## config.mk

```make
export PLATFORM = sky130hd
export DESIGN_NAME = i2c_capture_monitor
export DESIGN_NICKNAME = d
export VERILOG_FILES = /design/src/rtl/i2c_cap_pkg.sv /design/src/rtl/i2c_cap_sync.sv /design/src/rtl/i2c_cap_pacer.sv /design/src/rtl/i2c_cap_store.sv /design/src/rtl/i2c_capture_monitor.sv
export SDC_FILE = /design/constraint.sdc
export NUM_CORES = 1
export LEC_CHECK = 0
export CORE_UTILIZATION = 64
export CTS_BUF_LIST = sky130_fd_sc_hd__clkbuf_8
export CTS_CLUSTER_SIZE = 16
export DETAILED_ROUTE_END_ITERATION = 10
export DONT_BUFFER_PORTS = 1
export GPL_TIMING_DRIVEN = 0
export PLACE_DENSITY = 0.9
export SYNTH_ARGS = -nofsm -noshare
export SYNTH_HDL_FRONTEND = slang
export SYNTH_HIERARCHICAL = 1
export SYNTH_SLANG_ARGS = --single-unit
export TNS_END_PERCENT = 20
```

## constraint.sdc

```tcl
create_clock -name clk -period 11.4 [get_ports clk]
set_clock_uncertainty 0.15 [all_clocks]
set_input_delay 2.85 -clock clk [delete_from_list [all_inputs] [get_ports clk]]
set_output_delay 2.85 -clock clk [all_outputs]
set_load 0.01 [all_outputs]
```

## src/rtl/i2c_cap_pkg.sv

```systemverilog
package i2c_cap_pkg;

  typedef enum logic [1:0] {
    EV_START = 2'd0,
    EV_STOP  = 2'd1,
    EV_BIT0  = 2'd2,
    EV_BIT1  = 2'd3
  } ev_kind_t;

  typedef enum logic [1:0] {
    ST_IDLE = 2'd0,
    ST_WAIT = 2'd1,
    ST_CAPT = 2'd2
  } cap_state_t;

  localparam logic [2:0] A_CTRL  = 3'd0;
  localparam logic [2:0] A_PER   = 3'd1;
  localparam logic [2:0] A_CNT   = 3'd2;
  localparam logic [2:0] A_SIDX  = 3'd3;
  localparam logic [2:0] A_SDAT  = 3'd4;
  localparam logic [2:0] A_EIDX  = 3'd5;
  localparam logic [2:0] A_EDAT  = 3'd6;
  localparam logic [2:0] A_ECNT  = 3'd7;

  // a zero period behaves as one cycle per sample
  function automatic logic [15:0] eff_period(input logic [15:0] p);
    return (p == 16'd0) ? 16'd1 : p;
  endfunction

  // sample count clamped to [1, depth]
  function automatic int unsigned eff_count(input logic [15:0] n, input int unsigned depth);
    if (n == 16'd0) return 1;
    if (32'(n) > depth) return depth;
    return 32'(n);
  endfunction

  // bit slot within a 9-bit byte frame, slot 8 is the acknowledge
  function automatic logic [3:0] next_slot(input logic [3:0] s);
    return (s >= 4'd8) ? 4'd0 : s + 4'd1;
  endfunction

endpackage

```

## src/rtl/i2c_cap_sync.sv

```systemverilog
module i2c_cap_sync #(
  parameter int STAGES = 2
) (
  input  logic clk,
  input  logic rst_n,
  input  logic scl_in,
  input  logic sda_in,
  output logic scl_s,
  output logic sda_s,
  output logic start_det,
  output logic stop_det,
  output logic rise_det
);
  logic [1:0] line_in;
  logic [1:0] line_s;
  logic [1:0] line_p;

  assign line_in = {scl_in, sda_in};

  for (genvar g = 0; g < 2; g++) begin : g_line
    logic [STAGES-1:0] chain;
    always_ff @(posedge clk or negedge rst_n) begin
      if (!rst_n) chain <= '1;
      else        chain <= {chain[STAGES-2:0], line_in[g]};
    end
    assign line_s[g] = chain[STAGES-1];
  end

  always_ff @(posedge clk or negedge rst_n) begin
    if (!rst_n) line_p <= 2'b11;
    else        line_p <= line_s;
  end

  assign scl_s     = line_s[1];
  assign sda_s     = line_s[0];
  assign start_det = line_s[1] & line_p[1] &  line_p[0] & ~line_s[0];
  assign stop_det  = line_s[1] & line_p[1] & ~line_p[0] &  line_s[0];
  assign rise_det  = line_s[1] & ~line_p[1];
endmodule

```

## src/rtl/i2c_cap_pacer.sv

```systemverilog
module i2c_cap_pacer #(
  parameter int CW = 9
) (
  input  logic          clk,
  input  logic          rst_n,
  input  logic          clr,
  input  logic          go,
  input  logic          run,
  input  logic [15:0]   period,
  input  logic [CW-1:0] count,
  output logic          tick,
  output logic          last,
  output logic [CW-1:0] idx
);
  logic [15:0] div;

  assign tick = run && (div == period - 16'd1);
  assign last = tick && (idx == count - CW'(1));

  always_ff @(posedge clk or negedge rst_n) begin
    if (!rst_n) begin
      div <= '0;
      idx <= '0;
    end else if (clr) begin
      div <= '0;
      idx <= '0;
    end else if (go) begin
      div <= '0;
    end else if (tick) begin
      div <= '0;
      idx <= idx + CW'(1);
    end else if (run) begin
      div <= div + 16'd1;
    end
  end
endmodule

```

## src/rtl/i2c_cap_store.sv

```systemverilog
module i2c_cap_store #(
  parameter int DEPTH  = 256,
  parameter int EDEPTH = 32,
  parameter int EW     = 12,
  localparam int AW    = $clog2(DEPTH),
  localparam int EAW   = $clog2(EDEPTH),
  localparam int ECW   = $clog2(EDEPTH + 1)
) (
  input  logic           clk,
  input  logic           rst_n,
  input  logic           s_we,
  input  logic [AW-1:0]  s_waddr,
  input  logic [1:0]     s_wdata,
  input  logic [AW-1:0]  s_raddr,
  output logic [1:0]     s_rdata,
  input  logic           e_clr,
  input  logic           e_push,
  input  logic [EW-1:0]  e_wdata,
  input  logic [EAW-1:0] e_raddr,
  output logic [EW-1:0]  e_rdata,
  output logic [ECW-1:0] e_cnt
);
  logic [1:0]    smem [DEPTH];
  logic [EW-1:0] emem [EDEPTH];
  logic          e_room;

  assign e_room = (e_cnt < ECW'(EDEPTH));

  always_ff @(posedge clk) begin
    if (s_we) smem[s_waddr] <= s_wdata;
    if (e_push && e_room && !e_clr) emem[e_cnt[EAW-1:0]] <= e_wdata;
  end

  always_ff @(posedge clk or negedge rst_n) begin
    if (!rst_n)                 e_cnt <= '0;
    else if (e_clr)             e_cnt <= '0;
    else if (e_push && e_room)  e_cnt <= e_cnt + ECW'(1);
  end

  assign s_rdata = smem[s_raddr];
  assign e_rdata = emem[e_raddr];
endmodule

```

## src/rtl/i2c_capture_monitor.sv

```systemverilog
module i2c_capture_monitor
  import i2c_cap_pkg::*;
#(
  parameter int DEPTH  = 256,
  parameter int EDEPTH = 32
) (
  input  logic        clk,
  input  logic        rst_n,
  input  logic        scl_in,
  input  logic        sda_in,
  input  logic        cfg_we,
  input  logic [2:0]  cfg_addr,
  input  logic [15:0] cfg_wdata,
  output logic [15:0] cfg_rdata
);
  localparam int AW  = $clog2(DEPTH);
  localparam int CW  = $clog2(DEPTH + 1);
  localparam int EAW = $clog2(EDEPTH);
  localparam int ECW = $clog2(EDEPTH + 1);
  localparam int EW  = CW + 3;

  cap_state_t    state;
  logic [15:0]   per_reg, cnt_reg;
  logic [15:0]   act_per;
  logic [CW-1:0] act_cnt;
  logic [AW-1:0] sidx;
  logic [EAW-1:0] eidx;
  logic [3:0]    slot;
  logic          done;

  // named internal events for the checker
  logic          arm_wr, arm_free;
  logic          waiting, capturing;
  logic          scl_s, sda_s, start_det, stop_det, rise_det;
  logic          tick, last;
  logic [CW-1:0] samp_idx;
  logic          log_en, ev_any, ev_push;
  ev_kind_t      ev_kind;
  logic [EW-1:0] ev_word;
  logic [1:0]    s_rdata;
  logic [EW-1:0] e_rdata;
  logic [ECW-1:0] ev_cnt;

  assign arm_wr    = cfg_we && (cfg_addr == A_CTRL) && cfg_wdata[0];
  assign arm_free  = cfg_wdata[1];
  assign waiting   = (state == ST_WAIT);
  assign capturing = (state == ST_CAPT);

  i2c_cap_sync #(.STAGES(2)) u_sync (
    .clk(clk), .rst_n(rst_n), .scl_in(scl_in), .sda_in(sda_in),
    .scl_s(scl_s), .sda_s(sda_s),
    .start_det(start_det), .stop_det(stop_det), .rise_det(rise_det)
  );

  i2c_cap_pacer #(.CW(CW)) u_pacer (
    .clk(clk), .rst_n(rst_n),
    .clr(arm_wr),
    .go(waiting && start_det && !arm_wr),
    .run(capturing && !arm_wr),
    .period(act_per), .count(act_cnt),
    .tick(tick), .last(last), .idx(samp_idx)
  );

  // event classification
  assign log_en = !arm_wr && (capturing || (waiting && start_det));
  assign ev_any = start_det || stop_det || rise_det;
  assign ev_push = log_en && ev_any;

  always_comb begin
    if (start_det)      ev_kind = EV_START;
    else if (stop_det)  ev_kind = EV_STOP;
    else if (sda_s)     ev_kind = EV_BIT1;
    else                ev_kind = EV_BIT0;
  end

  assign ev_word = {(rise_det && slot == 4'd8), ev_kind, samp_idx};

  i2c_cap_store #(.DEPTH(DEPTH), .EDEPTH(EDEPTH), .EW(EW)) u_store (
    .clk(clk), .rst_n(rst_n),
    .s_we(tick), .s_waddr(samp_idx[AW-1:0]), .s_wdata({scl_s, sda_s}),
    .s_raddr(sidx), .s_rdata(s_rdata),
    .e_clr(arm_wr), .e_push(ev_push), .e_wdata(ev_word),
    .e_raddr(eidx), .e_rdata(e_rdata), .e_cnt(ev_cnt)
  );

  // configuration registers
  always_ff @(posedge clk or negedge rst_n) begin
    if (!rst_n) begin
      per_reg <= '0;
      cnt_reg <= '0;
      sidx    <= '0;
      eidx    <= '0;
    end else if (cfg_we) begin
      case (cfg_addr)
        A_PER:  per_reg <= cfg_wdata;
        A_CNT:  cnt_reg <= cfg_wdata;
        A_SIDX: sidx    <= cfg_wdata[AW-1:0];
        A_EIDX: eidx    <= cfg_wdata[EAW-1:0];
        default: ;
      endcase
    end
  end

  // control state, latched settings, byte slot tracking
  always_ff @(posedge clk or negedge rst_n) begin
    if (!rst_n) begin
      state   <= ST_IDLE;
      done    <= 1'b0;
      act_per <= 16'd1;
      act_cnt <= CW'(1);
      slot    <= '0;
    end else begin
      if (arm_wr) begin
        act_per <= eff_period(per_reg);
        act_cnt <= CW'(eff_count(cnt_reg, DEPTH));
        done    <= 1'b0;
        slot    <= '0;
        state   <= arm_free ? ST_CAPT : ST_WAIT;
      end else begin
        if (start_det)     slot <= '0;
        else if (rise_det) slot <= next_slot(slot);
        case (state)
          ST_WAIT: if (start_det) state <= ST_CAPT;
          ST_CAPT: if (last) begin
            state <= ST_IDLE;
            done  <= 1'b1;
          end
          default: ;
        endcase
      end
    end
  end

  always_comb begin
    case (cfg_addr)
      A_CTRL:  cfg_rdata = {13'd0, done, capturing, waiting};
      A_PER:   cfg_rdata = per_reg;
      A_CNT:   cfg_rdata = cnt_reg;
      A_SIDX:  cfg_rdata = 16'(sidx);
      A_SDAT:  cfg_rdata = 16'(s_rdata);
      A_EIDX:  cfg_rdata = 16'(eidx);
      A_EDAT:  cfg_rdata = 16'(e_rdata);
      default: cfg_rdata = 16'(ev_cnt);
    endcase
  end
endmodule

```

==> results summary <==
Counting every instance in the synthesized netlist gives ~2500. The max-cap check violation count came out at 0. The synthesized netlist occupies a cell area of roughly 42000 um2.

The total overflow left after global routing is 0. The total of cells resized after clock tree synthesis is 0. The total DRC errors in the routed layout came out at 0. The synthesized area per cell is around 17 um2. In this run, distinct cell masters in the synthesized netlist total between 70 and 80. The most numerous cell in the Yosys netlist is sky130_fd_sc_hd__edfxtp_1. The startpoint kind of the worst setup timing path is a register. The initial utilization of the core area, before any placement, comes to about 65%.

No sink is reached through more buffers than the 3 on the longest clock path. In the final routed layout, each cell accounts on average for ~30 um. The number of warnings reported in the yosys synthesis log came out at 6. Power spread over the standard cell area amounts to between 150 and 200 nW/um2. Buffers added to address setup during post-CTS repair amount to 0. The via total after detailed routing came out at approximately 26000.

The first routing iteration left between 4000 and 5000 violations. The initial antenna violation count is 4. The number of buffer cells added on primary ports is 0. The number of search-and-repair iterations in the first detailed-routing pass came out at 8.

The type of the worst setup path is register to primary output. Of all cell types, the one taking the most synthesized area is sky130_fd_sc_hd__edfxtp_1. After clock tree synthesis, the clock-pin slew on the worst setup and hold paths is approximately 0.07 ns. The worst hold-check path type is register to register. The total negative slack for setup checks is 0 ns. The number of I/O pins is 40.

The fraction of synthesis flops using an asynchronous set or reset pin is a little under an eighth. For the pin with the worst max-slew slack, the measured transition is between 1 and 1.5 ns. The worst slew margin relative to its limit came out at around 5.0%. The run finished with clean final reports. The fraction of layout instances using a drive strength above 1 is 20.4%.

The share of the Yosys chip area taken by registers is 70.6%. The final critical path time including I/O delays and setup is between 8 and 9 ns. The final hold violation count came out at 0. Among all flip-flop cells after synthesis, the most frequent one is sky130_fd_sc_hd__edfxtp_1. The last weighted congestion value of the routability-driven placer came out at 0.942.

Clock tree synthesis found a total of 1010 sinks. Setup violations remaining at the end of the flow were counted as 0. The via count of the first global-routing pass is 25535. The final HPWL from detailed placement is 71400 um. The worst path arrival time is ~5.5 ns. Hold repair after CTS inserted 0 buffers. The final layout contains routed wiring with a total length of about 110000 um. The final period utilization came out at between 70 and 80%. STA classifies the critical path endpoint as a primary output.

The achievable frequency came out at roughly 120 MHz. Ranked by instance count, the synthesized netlist is headed by 896 x sky130_fd_sc_hd__edfxtp_1, 346 x sky130_fd_sc_hd__nor2_1, 194 x sky130_fd_sc_hd__mux4_2, 117 x sky130_fd_sc_hd__mux2i_1, 106 x sky130_fd_sc_hd__dfrtp_1. The pin count of the biggest net entering global routing is around 120. The number of max-slew violations in the final report is 0.

The number of non-filler instances in the completed layout came out at around 3600. Row generation in the floorplan step produced 93 rows. The net count of the finished layout is around 2700. The floorplan step defined a core boundary enclosing 64800 um2. The number of flops mapped to enable cells by yosys is around 900. The count of placed standard cells including taps is roughly 3300. The die is 259 um tall. The total number of H-tree levels came out at 4.

The total routing resource utilization after global routing came out at about a third. Ranked by flip-flop count, first place goes to u_store/smem. The overall die width is ~260 um. The clock reaches the later pin of the worst-skew pair after about 0.83 ns.

The overall die area is between 60000 and 70000 um2. Clock tree synthesis selected as its root buffer the cell sky130_fd_sc_hd__clkbuf_8. Along the worst path, the maximum fanout reaches 10. The number of nets produced by synthesis came out at 2514. The via density per instance came out at ~7.1. The maximum vdd ir drop is about 0.15 mV.

The area growth from synthesis to layout came out at 9.87%. In the post-synthesis netlist, the biggest area contributors are sky130_fd_sc_hd__edfxtp_1 64%, sky130_fd_sc_hd__mux4_2 10%, sky130_fd_sc_hd__dfrtp_1 6.3%, sky130_fd_sc_hd__nor2_1 3.1%, sky130_fd_sc_hd__mux2i_1 2.8%. The global-route wire length before repair is ~160000 um. The number of synthesized register bits is a little over 1000.

Setup repair after global routing left no endpoint under its margin. The data required time of the critical path is 8.40 ns. The register with the most flip-flops in the layout has 512 of them. The share of the synthesized area in the top cell type is around 64%. The number of nets with antenna violations after detailed routing came out at 0. TritonCTS built the clock tree. The reported leakage power came out at between 15 and 20 nW. The overall power consumption is around 8.4 mW.

Buffers inserted during clock tree synthesis total 154.
final cells by class:
type | instances | area (um2)
Sequential cell | 1010 | 29800
Fill cell | 3549 | 18500
Multi-Input combinational cell | 1293 | 11400
Clock buffer | 159 | 2190
Tap cell | 855 | 1070
Buffer | 144 | 857
Clock inverter | 116 | 696
Timing Repair Buffer | 7 | 180
Inverter | 33 | 124
Antenna cell | 2 | 5.00
per-stage QoR:
stage	setup WS, ns	hold WS [ns]	util (%)	instance area, um2
after floorplan	4.48	0.195	-	42200
after global placement	3.71	0.201	66.7	43200
after detailed placement	3.60	0.204	67.0	43400
after CTS	3.16	0.205	71.5	46300
after global routing	3.12	0.207	71.5	46300
final	2.95	0.192	71.5	46300
final timing paths:
check,slack (ns),endpoint,start,cells after the start
max,2.95,cfg_rdata[0],sidx[2],9
min,0.19,u_sync/g_line[0].chain[1],u_sync/g_line[0].chain[0],0
max reg2reg,5.52,u_store/emem[12][0],u_sync/g_line[1].chain[1],11
min reg2reg,0.19,u_sync/g_line[0].chain[1],u_sync/g_line[0].chain[0],0
max in group asynchronous,9.29,u_sync/line_p[0],rst_n,0
min in group asynchronous,1.57,u_pacer/div[11],rst_n,0
cells by family (layout without fill, tap and decap cells):
logic type	Yosys count	after routing	synth area share [%]
compound gates	219	219	3.57
buf+inv	177	459	2.33
flops	1010	1010	70.6
xor+xnor	52	52	1.08
simple gates	629	629	6.98
other cells	0	2	0
fa+ha+maj	10	10	0.297
mux	383	383	15.1
layout by cell type (no fill, tap or decap), types with 32 or more instances in the layout:
cell type and count:
sky130_fd_sc_hd__dfrtp_1 99, sky130_fd_sc_hd__clkbuf_8 159, sky130_fd_sc_hd__clkinv_1 32, sky130_fd_sc_hd__mux2i_1 117
sky130_fd_sc_hd__inv_1 78, sky130_fd_sc_hd__o22ai_1 45, sky130_fd_sc_hd__nand2_1 75, sky130_fd_sc_hd__mux4_2 194
sky130_fd_sc_hd__edfxtp_1 896, sky130_fd_sc_hd__nand3_1 39, sky130_fd_sc_hd__clkbuf_1 76, sky130_fd_sc_hd__a21oi_1 32
sky130_fd_sc_hd__mux2_2 64, sky130_fd_sc_hd__nor2_1 344
where the power goes:
group          total, mW  leakage [nW]  internal [mW]  switching [mW]
logic               1.38          4.03          0.600           0.781
registers           4.21          9.55           4.09           0.125
clock network       2.81          1.65           1.39            1.42
total               8.40          15.2           6.08            2.32
metal layers:
layer,vias to the layer above,share of wire [%],track usage [%]
li1,10104,-,-
met1,12595,34,43.6
met2,2385,47,51.9
met3,450,14,8.53
met4,2,5.6,16.8
met5,-,0.012,0
worst max-delay path: stages, from the launching register on:
cell and delay (ns):
sky130_fd_sc_hd__dfrtp_1 0.56, sky130_fd_sc_hd__clkbuf_1 0.44, sky130_fd_sc_hd__nor2_1 0.32, sky130_fd_sc_hd__clkbuf_1 0.64, sky130_fd_sc_hd__a22oi_1 0.24, sky130_fd_sc_hd__a22o_1 0.29
sky130_fd_sc_hd__o31ai_1 0.47, sky130_fd_sc_hd__nor4b_1 1.00, sky130_fd_sc_hd__mux4_2 0.43, sky130_fd_sc_hd__mux2_2 0.24
No activity file was read; power rests on OpenSTA's default activity.
